`src/rtl/bradc_pkg.sv`:
```
package bradc_pkg;
  localparam int RES_W   = 20;
  localparam int PAD_W   = 4;
  localparam int STAT_W  = 8;
  localparam int FRAME_W = RES_W + PAD_W + STAT_W;

  // status byte bit positions (fixed by the converter)
  localparam int ST_RDY  = 7;
  localparam int ST_FILT = 6;
  localparam int ST_ERR  = 5;
  localparam int ST_ID_H = 4;
  localparam int ST_ID_L = 3;
  localparam int ST_GAIN = 2;

  typedef logic [FRAME_W-1:0] frame_t;
  typedef logic [STAT_W-1:0]  status_t;
  typedef logic [RES_W-1:0]   code_t;

  function automatic code_t offset_to_signed(input code_t code);
    return {~code[RES_W-1], code[RES_W-2:0]};
  endfunction

  function automatic logic link_bad(input frame_t f);
    status_t s;
    logic [PAD_W-1:0] pad;
    s   = f[STAT_W-1:0];
    pad = f[STAT_W +: PAD_W];
    return (s[1:0] != 2'b01) || (s[ST_ID_H:ST_ID_L] != 2'b00) ||
           s[ST_RDY] || (pad != '0);
  endfunction

  function automatic logic cfg_bad(input status_t s, input logic gain_one,
                                   input logic filt_slow);
    return (s[ST_GAIN] != gain_one) || (s[ST_FILT] != filt_slow);
  endfunction
endpackage

```
`src/rtl/bradc_ready_sync.sv`:
```
module bradc_ready_sync (
  input  logic clk,
  input  logic rst_n,
  input  logic pwr_on,
  input  logic line_i,
  output logic line_sync_o,
  output logic fall_o
);
  logic meta_q, sync_q, prev_q;

  always_ff @(posedge clk) begin
    if (!rst_n) begin
      meta_q <= 1'b1;
      sync_q <= 1'b1;
      prev_q <= 1'b1;
    end else begin
      meta_q <= line_i;
      sync_q <= meta_q;
      prev_q <= sync_q;
    end
  end

  assign line_sync_o = sync_q;
  assign fall_o      = pwr_on & prev_q & ~sync_q;
endmodule

```
`src/rtl/bradc_shifter.sv`:
```
module bradc_shifter
  import bradc_pkg::*;
#(
  parameter int HALF = 10
) (
  input  logic   clk,
  input  logic   rst_n,
  input  logic   pwr_on,
  input  logic   start,
  input  logic   sdi,
  output logic   sclk,
  output frame_t frame,
  output logic   done
);
  localparam int HW = $clog2(HALF + 1);
  localparam int BW = $clog2(FRAME_W);
  localparam logic [HW-1:0] HLAST = HW'(HALF - 1);
  localparam logic [BW-1:0] BLAST = BW'(FRAME_W - 1);

  typedef enum logic [1:0] {S_IDLE, S_LOW, S_HIGH} state_t;
  state_t        state;
  logic [HW-1:0] hcnt;
  logic [BW-1:0] bcnt;

  always_ff @(posedge clk) begin
    if (!rst_n) begin
      state <= S_IDLE;
      sclk  <= 1'b1;
      hcnt  <= '0;
      bcnt  <= '0;
      frame <= '0;
      done  <= 1'b0;
    end else begin
      done <= 1'b0;
      if (!pwr_on) begin
        state <= S_IDLE;
        sclk  <= 1'b1;
        hcnt  <= '0;
        bcnt  <= '0;
      end else begin
        case (state)
          S_IDLE: if (start) begin
            state <= S_LOW;
            sclk  <= 1'b0;
            hcnt  <= '0;
            bcnt  <= '0;
          end
          S_LOW: if (hcnt == HLAST) begin
            sclk  <= 1'b1;
            hcnt  <= '0;
            frame <= {frame[FRAME_W-2:0], sdi};
            if (bcnt == BLAST) begin
              state <= S_IDLE;
              done  <= 1'b1;
            end else begin
              state <= S_HIGH;
            end
          end else begin
            hcnt <= hcnt + 1'b1;
          end
          S_HIGH: if (hcnt == HLAST) begin
            sclk  <= 1'b0;
            hcnt  <= '0;
            bcnt  <= bcnt + 1'b1;
            state <= S_LOW;
          end else begin
            hcnt <= hcnt + 1'b1;
          end
          default: state <= S_IDLE;
        endcase
      end
    end
  end
endmodule

```
`src/rtl/bradc_frame_check.sv`:
```
module bradc_frame_check
  import bradc_pkg::*;
(
  input  logic    clk,
  input  logic    rst_n,
  input  logic    done,
  input  frame_t  frame,
  input  logic    cfg_gain_one,
  input  logic    cfg_filter_slow,
  output code_t   result,
  output status_t status,
  output logic    frame_seen,
  output logic    result_valid,
  output logic    flag_link,
  output logic    flag_range,
  output logic    flag_cfg
);
  status_t st_w;
  logic    link_w, range_w, cfg_w;

  assign st_w    = frame[STAT_W-1:0];
  assign link_w  = link_bad(frame);
  assign range_w = st_w[ST_ERR];
  assign cfg_w   = cfg_bad(st_w, cfg_gain_one, cfg_filter_slow);

  always_ff @(posedge clk) begin
    if (!rst_n) begin
      result       <= '0;
      status       <= '0;
      frame_seen   <= 1'b0;
      result_valid <= 1'b0;
      flag_link    <= 1'b0;
      flag_range   <= 1'b0;
      flag_cfg     <= 1'b0;
    end else begin
      frame_seen   <= done;
      result_valid <= done & ~(link_w | range_w | cfg_w);
      if (done) begin
        result     <= offset_to_signed(frame[FRAME_W-1 -: RES_W]);
        status     <= st_w;
        flag_link  <= link_w;
        flag_range <= range_w;
        flag_cfg   <= cfg_w;
      end
    end
  end
endmodule

```
`src/rtl/bridge_adc_reader.sv`:
```
module bridge_adc_reader
  import bradc_pkg::*;
#(
  parameter int CLK_PERIOD_NS = 10,
  parameter int HALF_CYCLES   = 10,
  parameter int MIN_PHASE_NS  = 100
) (
  input  logic              clk,
  input  logic              rst_n,
  input  logic              pwr_on,
  input  logic              cfg_gain_one,
  input  logic              cfg_filter_slow,
  input  logic              adc_sdo,
  output logic              ser_clk,
  output logic [RES_W-1:0]  result,
  output logic [STAT_W-1:0] status,
  output logic              frame_seen,
  output logic              result_valid,
  output logic              flag_link,
  output logic              flag_range,
  output logic              flag_cfg
);
  localparam int MIN_HALF = (MIN_PHASE_NS + CLK_PERIOD_NS - 1) / CLK_PERIOD_NS;
  localparam int HALF_EFF = (HALF_CYCLES < MIN_HALF) ? MIN_HALF : HALF_CYCLES;

  // named internal events, visible to the bound checker
  logic   sdo_sync_w;
  logic   rdy_fall_w;
  logic   frame_done_w;
  frame_t frame_w;

  bradc_ready_sync u_sync (
    .clk         (clk),
    .rst_n       (rst_n),
    .pwr_on      (pwr_on),
    .line_i      (adc_sdo),
    .line_sync_o (sdo_sync_w),
    .fall_o      (rdy_fall_w)
  );

  bradc_shifter #(.HALF(HALF_EFF)) u_shift (
    .clk    (clk),
    .rst_n  (rst_n),
    .pwr_on (pwr_on),
    .start  (rdy_fall_w),
    .sdi    (sdo_sync_w),
    .sclk   (ser_clk),
    .frame  (frame_w),
    .done   (frame_done_w)
  );

  bradc_frame_check u_check (
    .clk             (clk),
    .rst_n           (rst_n),
    .done            (frame_done_w),
    .frame           (frame_w),
    .cfg_gain_one    (cfg_gain_one),
    .cfg_filter_slow (cfg_filter_slow),
    .result          (result),
    .status          (status),
    .frame_seen      (frame_seen),
    .result_valid    (result_valid),
    .flag_link       (flag_link),
    .flag_range      (flag_range),
    .flag_cfg        (flag_cfg)
  );
endmodule

```
`config.mk`:
```
export PLATFORM = sky130hd
export DESIGN_NAME = bridge_adc_reader
export DESIGN_NICKNAME = d
export VERILOG_FILES = /design/src/rtl/bradc_pkg.sv /design/src/rtl/bradc_ready_sync.sv /design/src/rtl/bradc_shifter.sv /design/src/rtl/bradc_frame_check.sv /design/src/rtl/bridge_adc_reader.sv
export SDC_FILE = /design/constraint.sdc
export NUM_CORES = 1
export LEC_CHECK = 0
export BUFFER_PORTS_ARGS = -buffer_cell sky130_fd_sc_hd__buf_2
export CORE_UTILIZATION = 50
export CTS_CLUSTER_DIAMETER = 30
export DETAILED_ROUTE_END_ITERATION = 10
export HOLD_SLACK_MARGIN = 0.1
export PLACE_DENSITY = 0.8
export SETUP_SLACK_MARGIN = 0.4
export SLEW_MARGIN = 20
export SYNTH_ARGS = -nofsm -noshare
export SYNTH_HDL_FRONTEND = slang
export SYNTH_SLANG_ARGS = --single-unit
```
`constraint.sdc`:
```
create_clock -name clk -period 1.6 [get_ports clk]
set_input_delay 0 -clock clk [delete_from_list [all_inputs] [get_ports clk]]
set_output_delay 0 -clock clk [all_outputs]
set_load 0.01 [all_outputs]
```
==> metrics.txt <==
status complete, no violations; Top FF cell, synth dfxtp_1; HPWL after DPL 4.065 mm; Max Clk Rate 634.7 MHz; net count reported at finish 413; clk_skew 9.318 ps; endpoint of the worst hold path u_shift.done; CP Cell Sequence inv_2 > ha_4 > and3b_2 > nand4_2 > or4b_1 > a31oi_1; Slew HR 0.6648; clk buf depth 2; type of the worst min-delay path primary input to flop; register area share after synthesis 0.4882; Synth Warn # 0; critical path type flop to flop; most common cell after layout, fill and taps aside dfxtp_1; Mapped Area 3281 um2; most frequent cells in the layout 73 x dfxtp_1, 52 x nand2_1, 39 x buf_2; vias in the first global route 2504; CTS buffer count 9; Sequential Area 1615 um2; Die W 83 um; Hold Startpoint pwr_on; clock-pin slew on the worst setup and hold paths 80 ps; reg-to-reg slack, setup 20 ps; CP top delay family simple AND/OR/NAND/NOR gates; CP arrival 1840 ps; slowest stage delay, CP 470 ps; Synth Area in Compound Gates 0.1137; Final Hold Fails 0; share of cells above drive strength 1 0.3490; Period Utilization, post-route 0.9847; fill cell count 446; endpoints failing setup 0; number of H-tree levels 3; initial antenna violation count 0; Synth Area in XOR/XNOR 0.005339; Clock Latency Late Sink 350 ps; initial core utilization 0.5167; setup TNS 0 ps; IO Pins 40; starting DRC count in detailed routing 65; Total GRT Usage 0.2133; Detail Route Antenna Nets 0; synthesized instance count 342; post-synthesis mux area share 0.1018; row cnt 29; highest-delay cell along the critical path or4b_1; Post-Layout Cell Count 481; global route overflow 0; PD cells 893.5 nW/um2; Syn Area/Cell 9.593 um2; DP Worst Slack -7.961 ps; Yosys cell types 45; total wire length 7.313 mm; number of cells on the worst hold path 3; MaxCap Viol Count 0; main combinational cell family by area after synthesis simple AND/OR/NAND/NOR gates; RSZ-0062 raised after global routing true; RR Startpoint u_shift.hcnt[1]; RePlAce Congestion 0.7702; Core Region 6350 um2; Via density 5.383; maximum fanout along the worst path 5; leakage power 1.634 nW; register bit count reported by yosys 80; Worst R2R Path Depth 6; Post-Syn Nets 356; Async S/R FF share, synth 0; Post-Synth Adder-Cell Area 0.03051; area of the multi-input gates 1793 um2; largest net degree at the start of global routing 51; detailed-route DRC error count 0; Worst Max-Slew Pin Slew 501.6 ps; First-pass DRT Iterations 4; worst setup margin 24.42 ps; root buf cell clkbuf_8; critical path startpoint category flop; Ant. Diodes 0; Final min period 1576 ps; die height 83 um; critical path endpoint category flop; via count 2589; buffers added on ports 39; clock sink count 80; R2R Path End u_shift.bcnt[3]; CTS tree yes; Layout Area Growth over Synthesis 32.15%; WL/cell 15.20 um; worst vdd ir 0.6061 mV; worst path required time 1870 ps; # placed instances 444; first-pass GRT wire length 11.63 mm; number of synthesized flops with an enable pin 0; DIE AREA 6889 um2; CP bufs+invs 1; Post-Synth Simple-Gate Area 0.2162; hold_ws 168.1 ps; final max-slew violation count 0
[per-stage QoR]
| stage | area (um2) | power, mW | util |
|---|---|---|---|
| after floorplan | 3361 | 2.108 | - |
| after global placement | 3597 | 2.126 | 0.5665 |
| after detailed placement | 3597 | 2.129 | 0.5665 |
| after CTS | 4185 | 3.868 | 0.6591 |
| after global routing | 4335 | 4.005 | 0.6828 |
| final | 4335 | 3.874 | 0.6828 |
[flip-flops by register name, summed over array words and instances, names as in the netlist, 2 cells and up]
register / count
u_shift.bcnt: 5
u_check.result: 20
u_check.status: 8
u_shift.state: 2
u_shift.frame: 32
u_shift.hcnt: 4
[cells in the mapped netlist (2+ instances only)]
cell type | number | area, um2
nand2_1 | 68 | 255.2
mux2i_1 | 30 | 300.3
o21ai_0 | 5 | 25.02
ha_1 | 8 | 100.1
dfxtp_1 | 80 | 1602
nor2_1 | 9 | 33.78
nor2b_1 | 27 | 168.9
clkbuf_1 | 11 | 41.29
inv_1 | 6 | 22.52
xnor2_1 | 2 | 17.52
and4_2 | 2 | 20.02
a22oi_1 | 2 | 15.01
mux2_2 | 3 | 33.78
nand2b_1 | 3 | 18.77
nand3_1 | 7 | 35.03
or4b_1 | 2 | 20.02
buf_2 | 6 | 30.03
nor4_1 | 2 | 12.51
a22o_1 | 2 | 17.52
a31oi_1 | 3 | 18.77
o211a_1 | 2 | 20.02
a21boi_0 | 32 | 240.2
and2_1 | 4 | 25.02
a21oi_1 | 4 | 20.02
nand4b_1 | 2 | 17.52
[tightest hold or removal path: stages]
cell and delay (ps):
buf_2 150, and2_1 160, and4_4 170
[area by class of cell]
type / instances / share of cell area
multi-input combinational: 233 / 0.4136
inverter: 6 / 0.006349
clock inverter: 4 / 0.01703
clock buffer: 12 / 0.03838
tap: 77 / 0.02222
timing repair buffer: 69 / 0.1299
sequential: 80 / 0.3726
[report_power, final]
group	internal [mW]	switching [mW]
clock network	1.02	0.748
logic	0.0602	0.0566
registers	1.99	0.00209
[cells by family (layout without fill, tap and decap cells)]
| logic type | Yosys count | in the layout |
|---|---|---|
| xor+xnor | 2 | 2 |
| compound gates | 52 | 52 |
| flops | 80 | 80 |
| simple gates | 138 | 138 |
| buf+inv | 29 | 91 |
| mux | 33 | 33 |
| fa+ha+maj | 8 | 8 |
[worst max path at each step]
stage / start / to / cells past startpoint / slack, ps
floorplan: u_shift.hcnt[1] / u_shift.bcnt[3] / 7 / 100
global placement: u_shift.state[0] / u_shift.hcnt[2] / 6 / 80
detailed placement: u_shift.state[0] / u_shift.hcnt[2] / 6 / -8
CTS: u_shift.hcnt[1] / u_shift.bcnt[3] / 6 / 50
global route: u_shift.hcnt[1] / u_shift.bcnt[3] / 6 / -80
finish: u_shift.hcnt[1] / u_shift.bcnt[3] / 6 / 20
[layer usage]
layer | share of wire | track usage
met1 | 0.44 | 0.2489
met5 | 0 | 0
met4 | 0.024 | 0.1113
met2 | 0.50 | 0.3584
met3 | 0.037 | 0.05666
[repair_timing]
item	CTS	global route
pin swaps	17	32
resized for setup	43	52
gates cloned	3	0
buffers inserted	12	1
endpoints found under the hold margin	19	0
endpoints found under the setup margin	45	45
hold buffers	5	0
No activity file was read; power rests on OpenSTA's default activity.
